`src/rtl/fifo_flags_pkg.sv`:
```
package fifo_flags_pkg;

  // Per-cycle decision of the control unit: which requests are carried out
  typedef struct packed {
    logic wr_ok;
    logic rd_ok;
  } xfer_t;

  function automatic int ptr_bits(input int depth);
    return (depth > 1) ? $clog2(depth) : 1;
  endfunction

endpackage

```
`src/rtl/fifo_ctrl.sv`:
```
module fifo_ctrl
  import fifo_flags_pkg::*;
#(
  parameter int DEPTH     = 16,
  parameter int CNT_W     = 5,
  parameter int AF_LEVEL  = 12,
  parameter int AE_LEVEL  = 4,
  parameter bit OVF_GUARD = 1'b1,
  parameter bit UNF_GUARD = 1'b1,
  localparam int PTR_W    = ptr_bits(DEPTH)
) (
  input  logic             clk,
  input  logic             rst,
  input  logic             aclr,
  input  logic             wr_req,
  input  logic             rd_req,
  output xfer_t            xfer,
  output logic [PTR_W-1:0] wr_ptr,
  output logic [PTR_W-1:0] rd_ptr,
  output logic [PTR_W-1:0] rd_ptr_nxt,
  output logic             full,
  output logic             empty,
  output logic             almost_full,
  output logic             almost_empty,
  output logic [CNT_W-1:0] used,
  output logic             err_flag
);

  localparam int   OCC_W  = CNT_W + 1;
  localparam logic AF_RST = (AF_LEVEL <= 0);
  localparam logic AE_RST = (AE_LEVEL > 0);

  logic [OCC_W-1:0] occ, occ_nxt;
  logic [PTR_W-1:0] wr_ptr_nxt;
  logic             bad_req;

  function automatic logic [PTR_W-1:0] step(input logic [PTR_W-1:0] p);
    return (p == PTR_W'(DEPTH - 1)) ? '0 : p + PTR_W'(1);
  endfunction

  always_comb begin
    xfer.rd_ok = rd_req && !empty;
    // a read in the same cycle frees a slot even when full
    xfer.wr_ok = wr_req && (!full || xfer.rd_ok);
    occ_nxt    = occ + OCC_W'(xfer.wr_ok) - OCC_W'(xfer.rd_ok);
    rd_ptr_nxt = xfer.rd_ok ? step(rd_ptr) : rd_ptr;
    wr_ptr_nxt = xfer.wr_ok ? step(wr_ptr) : wr_ptr;
    bad_req    = (!OVF_GUARD && wr_req && !xfer.wr_ok) ||
                 (!UNF_GUARD && rd_req && !xfer.rd_ok);
  end

  always_ff @(posedge clk or posedge aclr) begin
    if (aclr) begin
      occ          <= '0;
      wr_ptr       <= '0;
      rd_ptr       <= '0;
      full         <= 1'b0;
      empty        <= 1'b1;
      almost_full  <= AF_RST;
      almost_empty <= AE_RST;
      err_flag     <= 1'b0;
    end else if (rst) begin
      occ          <= '0;
      wr_ptr       <= '0;
      rd_ptr       <= '0;
      full         <= 1'b0;
      empty        <= 1'b1;
      almost_full  <= AF_RST;
      almost_empty <= AE_RST;
      err_flag     <= 1'b0;
    end else begin
      occ          <= occ_nxt;
      wr_ptr       <= wr_ptr_nxt;
      rd_ptr       <= rd_ptr_nxt;
      full         <= (occ_nxt == OCC_W'(DEPTH));
      empty        <= (occ_nxt == '0);
      almost_full  <= ($signed({1'b0, occ_nxt}) >= AF_LEVEL);
      almost_empty <= ($signed({1'b0, occ_nxt}) <  AE_LEVEL);
      err_flag     <= err_flag | bad_req;
    end
  end

  assign used = occ[CNT_W-1:0];

endmodule

```
`src/rtl/fifo_ram.sv`:
```
module fifo_ram #(
  parameter int DATA_W      = 8,
  parameter int DEPTH       = 16,
  parameter int ADDR_W      = 4,
  parameter bit WRITE_FIRST = 1'b0
) (
  input  logic              clk,
  input  logic              rst,
  input  logic              aclr,
  input  logic              we,
  input  logic [ADDR_W-1:0] waddr,
  input  logic [DATA_W-1:0] wdata,
  input  logic              re,
  input  logic [ADDR_W-1:0] raddr,
  output logic [DATA_W-1:0] rdata
);

  logic [DATA_W-1:0] mem [DEPTH];
  logic [DATA_W-1:0] rd_word;

  always_ff @(posedge clk) begin
    if (we) mem[waddr] <= wdata;
  end

  generate
    if (WRITE_FIRST) begin : g_bypass
      // a read of the slot being written returns the new word
      assign rd_word = (we && (waddr == raddr)) ? wdata : mem[raddr];
    end else begin : g_plain
      assign rd_word = mem[raddr];
    end
  endgenerate

  always_ff @(posedge clk or posedge aclr) begin
    if (aclr)      rdata <= '0;
    else if (rst)  rdata <= '0;
    else if (re)   rdata <= rd_word;
  end

endmodule

```
`src/rtl/sync_fifo_flags.sv`:
```
module sync_fifo_flags
  import fifo_flags_pkg::*;
#(
  parameter int DATA_W    = 8,
  parameter int DEPTH     = 16,
  parameter int CNT_W     = 5,
  parameter int AF_LEVEL  = 12,
  parameter int AE_LEVEL  = 4,
  parameter bit LOOKAHEAD = 1'b0,
  parameter bit OVF_GUARD = 1'b1,
  parameter bit UNF_GUARD = 1'b1
) (
  input  logic              clk,
  input  logic              rst,
  input  logic              aclr,
  input  logic [DATA_W-1:0] wr_data,
  input  logic              wr_req,
  input  logic              rd_req,
  output logic [DATA_W-1:0] rd_data,
  output logic              full,
  output logic              empty,
  output logic              almost_full,
  output logic              almost_empty,
  output logic [CNT_W-1:0]  used,
  output logic              err_flag
);

  localparam int PTR_W = ptr_bits(DEPTH);

  xfer_t            xfer;
  logic [PTR_W-1:0] wr_ptr, rd_ptr, rd_ptr_nxt;
  logic             ram_re;
  logic [PTR_W-1:0] ram_raddr;

  fifo_ctrl #(
    .DEPTH(DEPTH), .CNT_W(CNT_W), .AF_LEVEL(AF_LEVEL), .AE_LEVEL(AE_LEVEL),
    .OVF_GUARD(OVF_GUARD), .UNF_GUARD(UNF_GUARD)
  ) u_ctrl (
    .clk(clk), .rst(rst), .aclr(aclr), .wr_req(wr_req), .rd_req(rd_req),
    .xfer(xfer), .wr_ptr(wr_ptr), .rd_ptr(rd_ptr), .rd_ptr_nxt(rd_ptr_nxt),
    .full(full), .empty(empty), .almost_full(almost_full),
    .almost_empty(almost_empty), .used(used), .err_flag(err_flag)
  );

  generate
    if (LOOKAHEAD) begin : g_lookahead
      // keep the output register loaded with the head of the next state
      assign ram_re    = 1'b1;
      assign ram_raddr = rd_ptr_nxt;
    end else begin : g_normal
      assign ram_re    = xfer.rd_ok;
      assign ram_raddr = rd_ptr;
    end
  endgenerate

  fifo_ram #(
    .DATA_W(DATA_W), .DEPTH(DEPTH), .ADDR_W(PTR_W), .WRITE_FIRST(LOOKAHEAD)
  ) u_ram (
    .clk(clk), .rst(rst), .aclr(aclr), .we(xfer.wr_ok), .waddr(wr_ptr),
    .wdata(wr_data), .re(ram_re), .raddr(ram_raddr), .rdata(rd_data)
  );

endmodule

```
`config.mk`:
```
export PLATFORM = sky130hd
export DESIGN_NAME = sync_fifo_flags
export DESIGN_NICKNAME = d
export VERILOG_FILES = /design/src/rtl/fifo_flags_pkg.sv /design/src/rtl/fifo_ctrl.sv /design/src/rtl/fifo_ram.sv /design/src/rtl/sync_fifo_flags.sv
export SDC_FILE = /design/constraint.sdc
export NUM_CORES = 1
export LEC_CHECK = 0
export BUFFER_PORTS_ARGS = -buffer_cell sky130_fd_sc_hd__buf_4
export CAP_MARGIN = 20
export CORE_MARGIN = 2
export CORE_UTILIZATION = 50
export CTS_CLUSTER_DIAMETER = 50
export CTS_CLUSTER_SIZE = 25
export DETAILED_ROUTE_END_ITERATION = 10
export PLACE_DENSITY = 0.71
export RECOVER_POWER = 50
export SKIP_CTS_REPAIR_TIMING = 1
export SYNTH_ARGS = -nofsm -noshare
export SYNTH_HDL_FRONTEND = slang
export SYNTH_SLANG_ARGS = --single-unit
```
`constraint.sdc`:
```
create_clock -name clk -period 3.65 [get_ports clk]
set_input_delay 0.5475 -clock clk [delete_from_list [all_inputs] [get_ports clk]]
set_output_delay 0.5475 -clock clk [all_outputs]
set_load 0.03 [all_outputs]
```
==> results list <==
- STA puts the critical path data required time at 3950 ps.
* Fillers: approximately 940
- The run finished with clean final reports.
- Ratio of cells with drive above 1 in the final layout: 23.4%
- For this design the static power due to leakage is 0.00252 uW.
- Most Frequent Cell on Critical Path: ha_1
- Source-to-sink clock delay at the later pin of the worst-skew pair: approximately 420 ps
- Final antenna diode count: 0
- Routability congestion estimate from global placement: just under 0.9
* Class of the most critical setup path: flop to flop
- The longest clock path from root to sink contains 2 buffers.
- Wire length per cell: 20.9 um
- The via count of the first global-routing pass is 3320.
- STA classifies the critical path endpoint as a flop.
- Number of remaining DRC errors: 0
* Post-route clock skew: 6.63 ps
- The count of nets left with antenna violations once routing finished came out at 0.
- Instance count of the mapped netlist: 351
* Total via count after detailed routing: 3265
* Crit path launch type: flop
* Number of warnings reported in the yosys synthesis log: 0
- IR analysis of the VDD net gives a maximum drop of 0.000612 V.
- Headroom to the max-slew limit came out at 32.8%.
* Setup_tns: 0 ps
- Worst Path Max Fanout: 8
* Combinational family with the most area after synthesis: multiplexers
- TritonCTS clock tree: yes
- Hold violation total from the final report: 0
- Data on the critical path arrives at its endpoint at 3370 ps.
- Sorting the synthesized cells by how often they occur yields 128 x edfxtp_1, 28 x mux4_2, 24 x dfrtp_1, 20 x a21oi_1, 15 x inv_1.
* Cell at the slowest stage of the critical path: fa_1
- At the pin with the least slew margin, the transition time is about 1000 ps.
* Filler-free cell count of the finished design: approximately 570
* Final setup violation count: 0
- Entering global routing, the biggest net connects 36 pins.
* Deepest level of the CTS H-tree: 4
- CTS saw 154 sinks.
- Top cells by area, synth: edfxtp_1 61%, mux4_2 10%, dfrtp_1 9.5%
- Die height: 116 um
- Path class of the lowest-slack min-delay path: input pin to async pin
- Traced cell by cell, the critical path runs through nand2b_1, a21boi_4, inv_2, ha_1, inv_1, ha_1, fa_1, a21o_1, a21oi_1, xor2_1, nor2_1, a211o_1.
- Remaining global-route overflow: 0
* Adder-cell area share of the yosys netlist: 2.50%
* Count of buffers inserted at the top-level ports: 29
- Number of violations reported at the end of detailed-routing iteration 0: 304
- The area growth from synthesis to layout is 16.2%.
* IO Pins: 31
- Combined flip-flop and latch cell area: between 4000 and 5000 um2
* Number of search-and-repair iterations in the first detailed-routing pass: 5
- CTS clk-pin slew, worst paths: 60 ps
- Fin nets: 414
- Counting every net in the synthesized netlist gives between 300 and 400.
- In this run the biggest area consumer among cell types represents about 60% of the synthesized area.
- Clock buffer count from CTS: 17
* Critical Path Max Stage Delay: 410 ps
- Synthesis inferred 154 register bits.
- After Yosys synthesis, XOR and XNOR cells account for 0.970% of the synthesized area.
* Peak Freq: 326 MHz
- For this run, the leading register cell type out of synthesis is edfxtp_1.
- Dominant cell by count in the synthesized netlist: edfxtp_1
- Share of flip-flops with an asynchronous set or reset after synthesis: 16.9%
- Number of pins with negative max-slew slack in the final report: 0
* Total Power Consumption: 5040 uW
* Aggregate global-route resource usage: 19.2%
* Post-DP HPWL: 7.40 mm
- Simple-gate share of the synthesized area: 4.56%
- The initialized floorplan defines 41 standard-cell rows.
- Final routed wirelength across all metal layers: approximately 12 mm
- Of all cell types, the one taking the most synthesized area is edfxtp_1.
- Total power per unit cell area: 687 nW/um2
* CTS Root Cell: clkbuf_16
* Antenna violations before repair: 0
- The synthesized netlist contains 43 unique library cells.
* Mean area per synthesized cell: 18.0 um2
* Multiplexer fraction of the synthesized cell area: 13.1%
- After floorplanning, the core was sized to cover 12500 um2.
- Setup repair after global routing left no endpoint under its margin.
- The clock period could shrink to approximately 3100 ps.
- The synthesized netlist devotes 4.50% of its cell area to compound gates.
- Reported max-cap violation count: 0
- The initial utilization of the core area, before any placement, comes to 50.7%.
- Full die area: 13600 um2
- From left edge to right edge, the die measures 116 um.
- The first global-routing pass estimated 18.3 mm of wire.
* Sequential share of the synthesized area: 71.2%
* # placed instances: 541
- The multi-input combinational cells in the finished layout cover a total of 1640 um2.
* Number of synthesized flops with an enable pin: 128
- In this run the cell area of the synthesized design comes to 6320 um2.
* Via density per instance: ~5.7
- Of the available clock period, the critical path in the final layout requires 84.0%.
report_power, final:
group	total, uW	switching (uW)	internal [uW]
clock network	1980	694	1290
registers	2090	77.8	2010
logic	967	567	400
final timing paths:
check / end / from / slack, ps / cells past startpoint
max in group asynchronous: u_ctrl.rd_ptr[0] / aclr / 2250 / 3
worst max-delay path: u_ctrl.almost_full / u_ctrl.empty / 590 / 12
min in group clk: u_ctrl.rd_ptr[1] / rst / 480 / 2
worst min register to register: u_ram.rdata[5] / u_ram.rdata[5] / 510 / 2
worst min-delay path: u_ctrl.occ[5] / aclr / 120 / 2
worst max register to register: u_ctrl.almost_full / u_ctrl.empty / 590 / 12
stage by stage:
step	hold WS, ps	setup slack, ps	utilization, %	instance area, um2
floorplan	547	800	-	6320
global placement	493	502	53.9	6720
detailed placement	500	424	53.9	6720
CTS	412	606	59.3	7390
global route	155	382	58.9	7340
finish	124	585	58.9	7340
area by class of cell:
type	count	share of cell area [%]
clock buffer	18	5.85
clock inverter	14	3.29
timing repair buffer	40	3.49
inverter	16	0.818
multi-input combinational	160	22.3
tap	172	2.93
sequential	154	61.3
cells by family (layout without fill, tap and decap cells):
group / count (synthesis) / after routing
AOI/OAI and AO/OA: 45 / 45
muxes: 41 / 41
DFF: 154 / 154
other: 1 / 1
buffers and inverters: 37 / 88
adders and majority gates: 12 / 12
xor gates and xnor gates: 7 / 7
and+or+nand+nor: 54 / 54
registers in the layout (all words and copies together), names as in the netlist:
| name | flops |
|---|---|
| u_ctrl.almost_full | 1 |
| u_ctrl.almost_empty | 1 |
| u_ctrl.rd_ptr | 4 |
| u_ram.mem | 128 |
| u_ctrl.wr_ptr | 4 |
| u_ctrl.occ | 6 |
| u_ram.rdata | 8 |
| u_ctrl.empty | 1 |
| u_ctrl.full | 1 |
worst max-delay path: cells and delay by family (launching register included):
family / cells / cell delay [ps]
AOI/OAI and AO/OA: 4 / 910
xor gates and xnor gates: 1 / 210
adders and majority gates: 3 / 910
buffers and inverters: 2 / 160
DFF: 1 / 360
and+or+nand+nor: 2 / 390
cell usage in the layout, fill, tap and decap left out, drive strengths merged, types with 2 or more instances in the layout:
cell,n
xnor2,2
a21oi,20
nor4,7
nand3,7
bufinv,6
a211oi,2
nand2,10
nor2b,2
clkbuf,34
edfxtp,128
xor2,5
ha,11
dfstp,2
nor2,12
clkinv,6
o21ai,10
inv,18
buf,24
nor3,5
and2,5
a22o,7
mux2i,9
dfrtp,24
mux4,32
a21o,2
per-layer routing:
metal	wire, um	share of wire, %	vias up	global-route usage [%]
met5	0	0	-	0
met1	5010	42	1688	24.8
li1	-	-	1447	-
met3	605	5.0	18	5.35
met2	6150	51	112	31.2
met4	240	2.0	0	7.70
Note: power is estimated with default switching activity, not from simulation.
